==> src/rtl/mcard_regfront.sv <==
module mcard_regfront #(
  parameter int ADDR_W  = 4,
  parameter int RSP_MAX = 16
) (
  input  logic                 clk,
  input  logic                 rst_n,
  input  logic                 bus_req,
  input  logic                 bus_we,
  input  logic [ADDR_W-1:0]    bus_addr,
  input  logic [31:0]          bus_wdata,
  output logic [31:0]          bus_rdata,
  output logic                 bus_ack,
  output logic                 rsp_overrun,
  input  logic                 card_present,
  output logic [31:0]          clkdiv_o,
  output logic [3:0]           enable_o,
  output logic [1:0]           start_o,
  output logic                 cmd_valid,
  input  logic                 cmd_ready,
  output logic [5:0]           cmd_index,
  output logic [31:0]          cmd_arg,
  output logic [7:0]           cmd_crc,
  input  logic                 rsp_valid,
  input  logic [$clog2(RSP_MAX+1)-1:0] rsp_len,
  input  logic [RSP_MAX*8-1:0] rsp_data,
  output logic                 dat_wr_valid,
  input  logic                 dat_wr_ready,
  output logic [7:0]           dat_wr_byte,
  output logic                 dat_rd_ready,
  input  logic                 dat_rd_valid,
  input  logic [7:0]           dat_rd_byte
);
  localparam int FRAME_N = 6;
  localparam int BUF_N   = RSP_MAX + 2;
  localparam int PTR_W   = $clog2(BUF_N + 1);
  localparam int FPTR_W  = $clog2(FRAME_N);
  localparam int LEN_W   = $clog2(RSP_MAX + 1);
  localparam int SHORT_N = 4;

  localparam logic [ADDR_W-1:0] A_DIV   = ADDR_W'(0);
  localparam logic [ADDR_W-1:0] A_EN    = ADDR_W'(1);
  localparam logic [ADDR_W-1:0] A_PEND  = ADDR_W'(2);
  localparam logic [ADDR_W-1:0] A_START = ADDR_W'(3);
  localparam logic [ADDR_W-1:0] A_CMD   = ADDR_W'(4);
  localparam logic [ADDR_W-1:0] A_DAT   = ADDR_W'(5);

  typedef enum logic [2:0] {S_IDLE, S_CMD, S_RSP, S_DWR, S_DRD} st_t;

  st_t               st_q;
  logic [31:0]       div_q, en_q, start_q, word_q, rdata_q;
  logic [7:0]        frame_q [FRAME_N];
  logic [7:0]        rbuf_q  [BUF_N];
  logic [FPTR_W-1:0] fptr_q;
  logic [PTR_W-1:0]  rlen_q, rptr_q;
  logic [1:0]        bcnt_q;
  logic              skip_q, ack_q, ovr_q;

  wire take = bus_req && !ack_q && (st_q == S_IDLE);
  wire [31:0] pend = {28'b0, en_q[3], 1'b0, en_q[1], 1'b0};
  wire [PTR_W-1:0] rptr_nx = rptr_q + PTR_W'(1);

  assign bus_rdata    = rdata_q;
  assign bus_ack      = ack_q;
  assign rsp_overrun  = ovr_q;
  assign clkdiv_o     = div_q;
  assign enable_o     = en_q[3:0];
  assign start_o      = start_q[1:0];
  assign cmd_valid    = (st_q == S_CMD);
  assign cmd_index    = frame_q[0][5:0];
  assign cmd_arg      = {frame_q[1], frame_q[2], frame_q[3], frame_q[4]};
  assign cmd_crc      = frame_q[5];
  assign dat_wr_valid = (st_q == S_DWR);
  assign dat_wr_byte  = word_q[31:24];
  assign dat_rd_ready = (st_q == S_DRD);

  always_ff @(posedge clk) begin
    if (!rst_n) begin
      st_q    <= S_IDLE;
      div_q   <= '0;
      en_q    <= '0;
      start_q <= '0;
      word_q  <= '0;
      rdata_q <= '0;
      fptr_q  <= '0;
      rlen_q  <= '0;
      rptr_q  <= '0;
      bcnt_q  <= '0;
      skip_q  <= 1'b0;
      ack_q   <= 1'b0;
      ovr_q   <= 1'b0;
      for (int i = 0; i < FRAME_N; i++) frame_q[i] <= '0;
      for (int i = 0; i < BUF_N; i++)   rbuf_q[i]  <= '0;
    end else begin
      ack_q <= 1'b0;
      ovr_q <= 1'b0;
      unique case (st_q)
        S_IDLE: if (take) begin
          rdata_q <= '0;
          ack_q   <= 1'b1;
          if (bus_we) begin
            unique case (bus_addr)
              A_DIV:   div_q   <= bus_wdata;
              A_EN:    en_q    <= bus_wdata;
              A_START: start_q <= bus_wdata;
              A_CMD: if (card_present) begin
                if (skip_q) begin
                  skip_q <= 1'b0;
                end else begin
                  frame_q[fptr_q] <= bus_wdata[7:0];
                  if (fptr_q == FPTR_W'(FRAME_N - 1)) begin
                    fptr_q <= '0;
                    ack_q  <= 1'b0;
                    st_q   <= S_CMD;
                  end else begin
                    fptr_q <= fptr_q + FPTR_W'(1);
                  end
                end
              end
              A_DAT: if (card_present) begin
                word_q <= bus_wdata;
                bcnt_q <= '0;
                ack_q  <= 1'b0;
                st_q   <= S_DWR;
              end
              default: ;
            endcase
          end else begin
            unique case (bus_addr)
              A_DIV:   rdata_q <= div_q;
              A_EN:    rdata_q <= en_q;
              A_PEND:  rdata_q <= pend;
              A_START: rdata_q <= start_q;
              A_CMD: if (!card_present) begin
                rdata_q <= 32'h0000_00FF;
              end else begin
                rdata_q <= {24'b0, rbuf_q[rptr_q]};
                if (rptr_nx > rlen_q) begin
                  rptr_q <= '0;
                  ovr_q  <= 1'b1;
                end else begin
                  rptr_q <= rptr_nx;
                end
              end
              A_DAT: if (!card_present) begin
                rdata_q <= 32'hFFFF_FFFF;
              end else begin
                bcnt_q <= '0;
                ack_q  <= 1'b0;
                st_q   <= S_DRD;
              end
              default: ;
            endcase
          end
        end
        S_CMD: if (cmd_ready) st_q <= S_RSP;
        S_RSP: if (rsp_valid) begin
          rbuf_q[0] <= (rsp_len == LEN_W'(RSP_MAX)) ? 8'h3F : {2'b0, frame_q[0][5:0]};
          for (int k = 1; k <= RSP_MAX; k++)
            rbuf_q[k] <= (LEN_W'(k - 1) < rsp_len) ? rsp_data[(RSP_MAX-k)*8 +: 8] : 8'h00;
          rbuf_q[BUF_N-1] <= 8'h00;
          if (rsp_len == LEN_W'(RSP_MAX))      rlen_q <= PTR_W'(RSP_MAX + 1);
          else if (rsp_len == LEN_W'(SHORT_N)) rlen_q <= PTR_W'(SHORT_N + 2);
          else                                 rlen_q <= PTR_W'(rsp_len);
          rptr_q <= '0;
          skip_q <= (frame_q[0][5:0] == 6'd0);
          ack_q  <= 1'b1;
          st_q   <= S_IDLE;
        end
        S_DWR: if (dat_wr_ready) begin
          word_q <= {word_q[23:0], 8'h00};
          bcnt_q <= bcnt_q + 2'd1;
          if (bcnt_q == 2'd3) begin
            ack_q <= 1'b1;
            st_q  <= S_IDLE;
          end
        end
        S_DRD: if (dat_rd_valid) begin
          word_q <= {word_q[23:0], dat_rd_byte};
          bcnt_q <= bcnt_q + 2'd1;
          if (bcnt_q == 2'd3) begin
            rdata_q <= {word_q[23:0], dat_rd_byte};
            ack_q   <= 1'b1;
            st_q    <= S_IDLE;
          end
        end
        default: st_q <= S_IDLE;
      endcase
    end
  end
endmodule

==> config.mk <==
export PLATFORM = sky130hd
export DESIGN_NAME = mcard_regfront
export DESIGN_NICKNAME = d
export VERILOG_FILES = /design/src/rtl/mcard_regfront.sv
export SDC_FILE = /design/constraint.sdc
export NUM_CORES = 1
export LEC_CHECK = 0
export CORE_MARGIN = 1.5
export CORE_UTILIZATION = 40
export CTS_CLUSTER_SIZE = 14
export DETAILED_ROUTE_END_ITERATION = 10
export PLACE_DENSITY = 0.7
export SLEW_MARGIN = 20
export SYNTH_ARGS = -nofsm -noshare
export SYNTH_HDL_FRONTEND = slang
export SYNTH_SLANG_ARGS = --single-unit
==> constraint.sdc <==
create_clock -name clk -period 6.5 [get_ports clk]
set_clock_uncertainty 0.1 [all_clocks]
set_input_delay 1.3 -clock clk [delete_from_list [all_inputs] [get_ports clk]]
set_output_delay 1.3 -clock clk [all_outputs]
set_load 0.1 [all_outputs]
After elaboration in Yosys (flattened, before gate mapping). Memory sizes are Yosys's and may differ from the RTL's. A register that Yosys moved wholly into a read port is not among the register bits. Cells that the tools add are included.

Add/subtract/negate cells: 3. $lt $le $gt $ge: 17. Eq/ne operators: 31. Mux-type cells: 118. Bitwise logic cells: 24. Reduce and logical (&&, ||, !) cells: 22.

Operators by type and width (count): $mux W32 (11); $mux W8 (36); $pmux W32 S6 (1); $pmux W32 S3 (1); $pmux W32 S2 (1); $mux W5 (10); $mux W3 (15); $lt A4 B5 Y1 const A (8); $mux W1 (30); $reduce_and A6 Y1 (4); $lt A3 B5 Y1 const A (4); $or A1 B1 Y1 (18); $reduce_and A4 Y1 (4); $pmux W3 S5 (1); $ne A2 B1 Y1 const B (6); $reduce_and A12 Y1 (1); $lt A1 B5 Y1 const A (2); $lt A2 B5 Y1 const A (2); $mux W2 (5); $ne A2 B2 Y1 const B (5); $pmux W5 S2 (1); $ne A3 B3 Y1 const B (3); $eq A4 B2 Y1 const B (2); $eq A4 B3 Y1 const B (2); 31 further kinds (42).

Bits in registers: 181. Memory bits (writable): 192. Memories: 2.

Memory list: rbuf_q (depth 18, bits a word 8, rd ports 1, clocked after memory_dff 1, write ports 18, line 52) `logic [7:0] rbuf_q [BUF_N];`; frame_q (depth 6, bits a word 8, rd ports 6, clocked after memory_dff 0, write ports 6, line 51) `logic [7:0] frame_q [FRAME_N];`.

Longest topological paths before layout. Gate-level depths: netlist of run 1.

Word-level depth: 10. Gate-level depth with buffers: 9. Depth with buffers taken out: 8.

Least setup slack after synthesis of run 1. Ideal clock, no wire load.

Path kind: in2reg. From: in rst_n. To: mem rbuf_q[0][0] (enable). Setup time: 1.163 ns. Arrival: 3.757 ns. Data required time: 5.237 ns. Path slack: 1.480 ns. Stages on the path: 2. Buffers on the path: 1. Cell sequence: clkbuf_1 nand2_1.

RTL lines: from (decl) (line 6) `input logic rst_n,`; to (decl) (line 52).

Final worst setup path of run 1.
From: reg st_q[2]. To: out dat_rd_ready.

Cells in the longest elaborated chain, start to end: 1.

Ends and longest elaborated chain: from (decl) (line 49) `st_t st_q;`; from (signal assigned) (line 78) `st_q <= S_IDLE;`; from (signal assigned) (line 113) `st_q <= S_CMD;`; from (signal assigned) (line 123) `st_q <= S_DWR;`; $eq A3 B3 Y1 (line 74) `assign dat_rd_ready = (st_q == S_DRD);`; to (decl) (line 29) `output logic dat_rd_ready,`.

Every way passes these cells.

==> impl_results.rst, run 1 <==
.. list-table::
   :header-rows: 1

   * - Metric
     - Value
   * - Result of the run
     - completed
   * - PwrDens
     - 307 mW/mm^2
   * - CTS tree
     - done
   * - Clock tree root buffer cell
     - clkbuf_16
   * - Filler cell count
     - 3533
   * - Worst slew pin tran
     - about 1100 ps
   * - H-tree levels
     - 2
   * - Number of global-route vias before repair
     - ~13000
   * - Grt ovf
     - 0
   * - Total half-perimeter wirelength after legalization and detailed placement
     - 35.3 mm
   * - Max-cap check violation count
     - 0
   * - Worst VDD drop
     - 0.000163 V
   * - Largest cells by area after synthesis
     - edfxtp_1 34%, dfxtp_1 23%, nand2_1 7.3%, a21oi_1 6.7%, and2_1 5.0%
   * - Global-route wire length before repair
     - between 70 and 80 mm
   * - Leak
     - approximately 0.007 uW
   * - Worst slack at placement
     - 1480 ps
   * - Net Count, Synth
     - 1837
   * - Buffer levels on the longest clock path
     - 3
   * - CTS Hold Bufs
     - 0
   * - Most numerous cell types in the synthesized netlist
     - 313 x nand2_1, 216 x a21oi_1, 186 x dfxtp_1
   * - Worst Setup End Kind
     - output pin
   * - Final Setup Violations
     - 0
   * - Tightest Hold Check Type
     - flip-flop to flip-flop
   * - Worst slew margin relative to its limit
     - 0.238
   * - P&R area growth vs syn
     - 29.7%
   * - Most common flop cell mapped by yosys
     - dfxtp_1
   * - Detailed router's first-iteration violation count
     - about 1000
   * - Final hold violation count
     - 0
   * - Vert. Die Dim
     - 204 microns
   * - Average wire length per cell after detail routing
     - about 20 microns
   * - Slowest cell on the critical path
     - clkdlybuf4s50_1
   * - Min Tclk post-route
     - ~4600 ps
   * - Crit path max fanout
     - 37
   * - Floorplan die width
     - 204 microns
   * - Sequential Area
     - 0.00913 sq mm
   * - Row Count
     - 73
   * - Crit path required time
     - just over 5000 ps
   * - Number of I/O port buffers
     - 314
   * - Arrival @ worst endpoint
     - 3150 ps
   * - Fin cells
     - 2450
   * - Antenna violations before repair
     - 2
   * - Detailed-router iteration count before antenna repair
     - 7
   * - Post-route ant nets
     - 0
   * - Die footprint
     - just over 0.04 sq mm
   * - Fin. max-slew vios
     - 0
   * - Post-synth design cell area
     - around 0.016 sq mm
   * - Register bit total from synthesis
     - 366
   * - Mean instance size in the synthesized netlist
     - roughly 9.8 sq um
   * - Post-route worst setup slack
     - 1950 ps
   * - # DRC
     - 0
   * - Global Route Usage Sum
     - 0.238
   * - Worst skew pair latency
     - 560 ps
   * - Final nets
     - 2087
   * - Synth area leader
     - edfxtp_1
   * - Setup CP Type
     - flip-flop to output pin
   * - Setup fix buffers added after clock tree synthesis
     - 0
   * - Core Box Area
     - 0.0397 sq mm
   * - Largest net degree at the start of global routing
     - 116
   * - CP Cell Sequence
     - nor3b_2, buf_4, clkdlybuf4s50_1
   * - Setup TNS
     - 0 ps
   * - RSZ-0062 raised after global routing
     - false
   * - Fraction of registers with async set/reset
     - 0
   * - Count of different cell masters after synthesis
     - 69
   * - Vias per inst
     - 5.47
   * - Proportion of synthesized chip area in sequential cells
     - 0.566
   * - Total number of yosys warnings
     - 0
   * - Placed cells
     - 2378
   * - CTS buffer count
     - 39
   * - Maximum frequency from static timing analysis
     - between 200 and 250 MHz
   * - Cell count after synthesis
     - around 1600
   * - Via Count
     - 13400
   * - Type of origin of the critical path
     - flip-flop
   * - PostCTS Resize Cnt
     - 0
   * - Final critical-path share of the clock period
     - 0.701
   * - Initial core utilization
     - 0.406
   * - Proportion of netlist area held by the largest area contributor
     - 0.335
   * - Most common cell in the synthesized netlist
     - nand2_1
   * - Number of top-level pins
     - 315
   * - Number of sinks driven by the clock tree
     - 366
   * - Ratio of cells with drive above 1 in the final layout
     - 0.0629
   * - Area of the multi-input gates
     - 0.00638 sq mm
   * - Global placer's final weighted congestion
     - roughly 0.9
   * - Total wire length after detailed routing
     - 50.0 mm
   * - Clock-pin slew on the worst setup and hold paths
     - about 60 ps
   * - Highest cell delay on the worst timing path
     - around 1200 ps
   * - Number of enable flip-flop cells after synthesis
     - 180
[layout make-up]
class                      instances  area share
sequential                       366       0.437
multi-input combinational       1132       0.305
timing repair buffer             335       0.158
clock buffer                      47      0.0500
tap                              525      0.0314
clock inverter                    24      0.0152
inverter                          20     0.00371
antenna                            1    0.000120
[critical path: cells and delay by family, from the launching register on]
family | cells | cell delay, ps
buffers and inverters | 2 | 1670
flip-flops | 1 | 640
AND/OR/NAND/NOR | 1 | 260
[cell usage in the layout, fill, tap and decap left out, types with 13 or more instances in the layout]
master             n
mux2i_1           61
a22oi_1           42
inv_1             18
and2_1           129
clkbuf_16         39
buf_4             20
clkdlybuf4s50_1  314
a311oi_1          33
nand2_1          312
a21oi_1          216
edfxtp_1         180
a211oi_1          26
o21ai_0           23
dfxtp_1          185
nand3_1           23
nor2_1           131
a31oi_1           13
[kinds of logic (layout without fill, tap and decap cells)]
family / Yosys count / count (layout) / synth area share
multiplexers: 70 / 70 / 0.0469
adder cells (fa/ha/maj): 7 / 7 / 0.00543
flip-flops: 366 / 366 / 0.566
AND/OR/NAND/NOR: 666 / 666 / 0.193
buffers and inverters: 146 / 426 / 0.0413
XOR/XNOR: 5 / 5 / 0.00272
AO/OA/AOI/OAI: 384 / 384 / 0.145
other: 0 / 1 / 0
[registers in the layout, indices dropped and copies added (netlist names), named ones only]
register and flops:
bus_rdata 32, rptr_q 5, rsp_overrun 1, word_q 32
rlen_q 5, en_q 32, rbuf_q 134, frame_q 46
skip_q 1, fptr_q 3, clkdiv_o 32, start_q 32
bcnt_q 2, bus_ack 1, st_q 3
[final timing paths]
| path | startpoint | endpoint | slack [ps] | depth (start not counted) |
|---|---|---|---|---|
| setup / recovery | st_q[2] | dat_rd_ready | 1950 | 3 |
| hold / removal | start_q[12] | start_q[12] | 350 | 2 |
| hold reg to reg | start_q[12] | start_q[12] | 350 | 2 |
| setup reg to reg | st_q[2] | word_q[28] | 2730 | 9 |
[layer usage]
metal,GRT usage,wire length [microns]
met1,0.314,20300
met2,0.375,23100
met3,0.0458,4290
met4,0.113,2240
met5,0,13
[power by group]
part | internal, uW | total, uW | switching, uW
logic | 377 | 1390 | 1010
registers | 2550 | 2640 | 95.1
clock network | 1430 | 2380 | 946
[stage by stage]
stage / cell area [sq um] / total power, uW / util / hold WS (ps)
after floorplan: 16100 / 3640 / - / 336
after global placement: 19500 / 4060 / 0.492 / 341
after detailed placement: 19500 / 4080 / 0.492 / 347
after CTS: 20900 / 6440 / 0.526 / 355
after global routing: 20900 / 6610 / 0.527 / 372
final: 20900 / 6410 / 0.527 / 353
Power figures use the tool's default switching activity.
==> inputs of run 2 (changes only) <==
- PLACE_DENSITY: 0.7 -> 0.73
- clock period: 6.5 -> 4.1 ns (I/O delays scaled with it)
==> impl_results.rst, run 2 (same netlist as run 1, synthesis figures left out) <==
.. list-table::
   :header-rows: 1

   * - Metric
     - Value
   * - Reg with most FFs
     - rbuf_q
   * - Arrival @ worst endpoint
     - between 3000 and 4000 ps
   * - Flop2flop setup slack
     - between 900 and 1000 ps
   * - Average wire length per cell after detail routing
     - around 20 microns
   * - PwrDens
     - 479 mW/mm^2
   * - Worst R2R End
     - rbuf_q[14][7]
   * - Core Box Area
     - around 0.04 sq mm
   * - Dpl cell area
     - 0.0197 sq mm
   * - Max-cap check violation count
     - 0
   * - Number of top-level pins
     - 315
   * - Worst-case hold slack
     - about 360 ps
   * - Placed cells
     - 2391
   * - Total wire length after detailed routing
     - 49.8 mm
   * - Maximum frequency from static timing analysis
     - ~300 MHz
   * - Setup CP Type
     - input pin to flip-flop
   * - RSZ-0062 raised after global routing
     - false
   * - Final Power
     - roughly 10000 uW
   * - Post-route ant nets
     - 0
   * - Result of the run
     - completed
   * - H-tree levels
     - 2
   * - Number of sinks driven by the clock tree
     - 366
   * - CTS tree
     - done
   * - Die footprint
     - 0.0415 sq mm
   * - Global placer's final weighted congestion
     - 0.866
   * - Filler cell count
     - 3534
   * - Largest net degree at the start of global routing
     - 168
   * - Total half-perimeter wirelength after legalization and detailed placement
     - 35.6 mm
   * - R2r worst-path depth
     - 5
   * - Registers with the most flip-flops
     - rbuf_q (134), frame_q (46)
   * - Worst slew margin relative to its limit
     - 0.256
   * - Final Setup Violations
     - 0
   * - Global-route wire length before repair
     - 75.1 mm
   * - Final nets
     - 2101
   * - Worst VDD drop
     - 0.000266 V
   * - Fin cells
     - 2463
   * - Max FFs per register
     - 134
   * - Fin. max-slew vios
     - 0
   * - Setup fix buffers added after clock tree synthesis
     - 0
   * - Initial core utilization
     - 0.406
   * - Leak
     - approximately 0.0073 uW
   * - Post-route design area
     - ~0.021 sq mm
   * - Most frequent cells in the layout
     - 312 x nand2_1, 311 x clkdlybuf4s50_1, 216 x a21oi_1, 185 x dfxtp_1, 180 x edfxtp_1
   * - Floorplan die width
     - between 200 and 250 microns
   * - Leading cell type in the layout, fill and taps excluded
     - nand2_1
   * - CTS buffer count
     - 40
   * - Type of origin of the critical path
     - input pin
   * - Final hold violation count
     - 0
   * - Ratio of cells with drive above 1 in the final layout
     - 0.0692
   * - Worst Setup End Kind
     - flip-flop
   * - Number of global-route vias before repair
     - 12900
   * - Vert. Die Dim
     - 204 microns
   * - PostCTS Resize Cnt
     - 0
   * - Grt ovf
     - 0
   * - Vias per inst
     - 5.43
   * - Clock-pin slew on the worst setup and hold paths
     - 60 ps
   * - Tightest Hold Check Type
     - flip-flop to flip-flop
   * - Min Tclk post-route
     - roughly 3400 ps
   * - # DRC
     - 0
   * - Cell count of the worst hold path
     - 2
   * - Setup TNS
     - 0 ps
   * - Buffer levels on the longest clock path
     - 3
   * - Detailed router's first-iteration violation count
     - 1208
   * - Global Route Usage Sum
     - 0.235
   * - Crit path max fanout
     - 9
   * - Reg-to-reg critical path startpoint
     - st_q[1]
   * - Launch point of the worst hold path
     - en_q[11]
   * - Antenna violations before repair
     - 3
   * - Detailed-router iteration count before antenna repair
     - 6
   * - Number of I/O port buffers
     - about 310
   * - Worst slew pin tran
     - around 1100 ps
   * - P&R area growth vs syn
     - 30.3%
   * - CTS Hold Bufs
     - 0
   * - Via Count
     - 13400
   * - Row Count
     - 73
   * - Clock tree root buffer cell
     - clkbuf_16
   * - Worst skew pair latency
     - 550 ps
   * - Crit path required time
     - 4430 ps
   * - Final critical-path share of the clock period
     - 0.826
   * - WHS Endpoint
     - en_q[11]
-- run 2: cell types whose count changed in the layout (fill, tap and decap cells not counted), moves of 2 or more --
cell	previous run	this run
buf_12	0	4
clkbuf_16	39	42
bufinv_16	7	4
clkdlybuf4s50_1	314	311
clkbuf_8	4	2
o21ai_1	2	0
o21ai_0	23	25
clkinvlp_4	1	4
inv_6	4	1
clkinv_4	2	0
buf_4	20	33
clkinv_2	7	10
-- run 2: per-stage QoR --
step,utilization,setup slack [ps]
finish,0.529,715
CTS,0.529,772
detailed placement,0.495,198
global placement,0.495,343
floorplan,-,917
global route,0.529,510
-- run 2: layout make-up --
type	count	area [sq um]	share of cell area
Clock inverter	22	233	0.0111
Antenna cell	1	2.50	0.000119
Timing Repair Buffer	348	3440	0.164
Tap cell	525	657	0.0313
Multi-Input combinational cell	1132	6380	0.303
Inverter	20	77.6	0.00369
Clock buffer	49	1100	0.0522
Sequential cell	366	9130	0.435
-- run 2: worst max path at each step --
stage | start | endpoint | slack, ps
after global routing | bus_addr[1] | frame_q[0][4] | 510
after CTS | bus_addr[1] | frame_q[0][0] | 770
after global placement | bus_addr[1] | frame_q[0][5] | 340
after floorplan | st_q[1] | rbuf_q[0][0] | 920
final | card_present | flip-flop | 710
after detailed placement | bus_addr[1] | frame_q[0][1] | 200
-- run 2: worst max-delay path, stage by stage --
cell and delay [ps]:
clkdlybuf4s50_1 750, clkinv_1 440, o21ai_0 350, o211ai_2 210, or2_2 360, or3b_2 470
a21oi_1 310
-- run 2: power by group --
| group | internal (uW) | leakage (uW) | switching, uW |
|---|---|---|---|
| sequential | 4040 | 0.00336 | 146 |
| clock | 2160 | 0.000649 | 1490 |
| combinational | 612 | 0.00324 | 1620 |
-- run 2: routing by layer --
layer	global-route usage	part of all wire	wire length, microns	vias up
li1	-	-	-	6311
met1	0.316	0.42	21200	6379
met2	0.379	0.46	23200	592
met3	0.0434	0.076	3780	92
met4	0.0847	0.035	1720	4
met5	0	0.00048	24	-
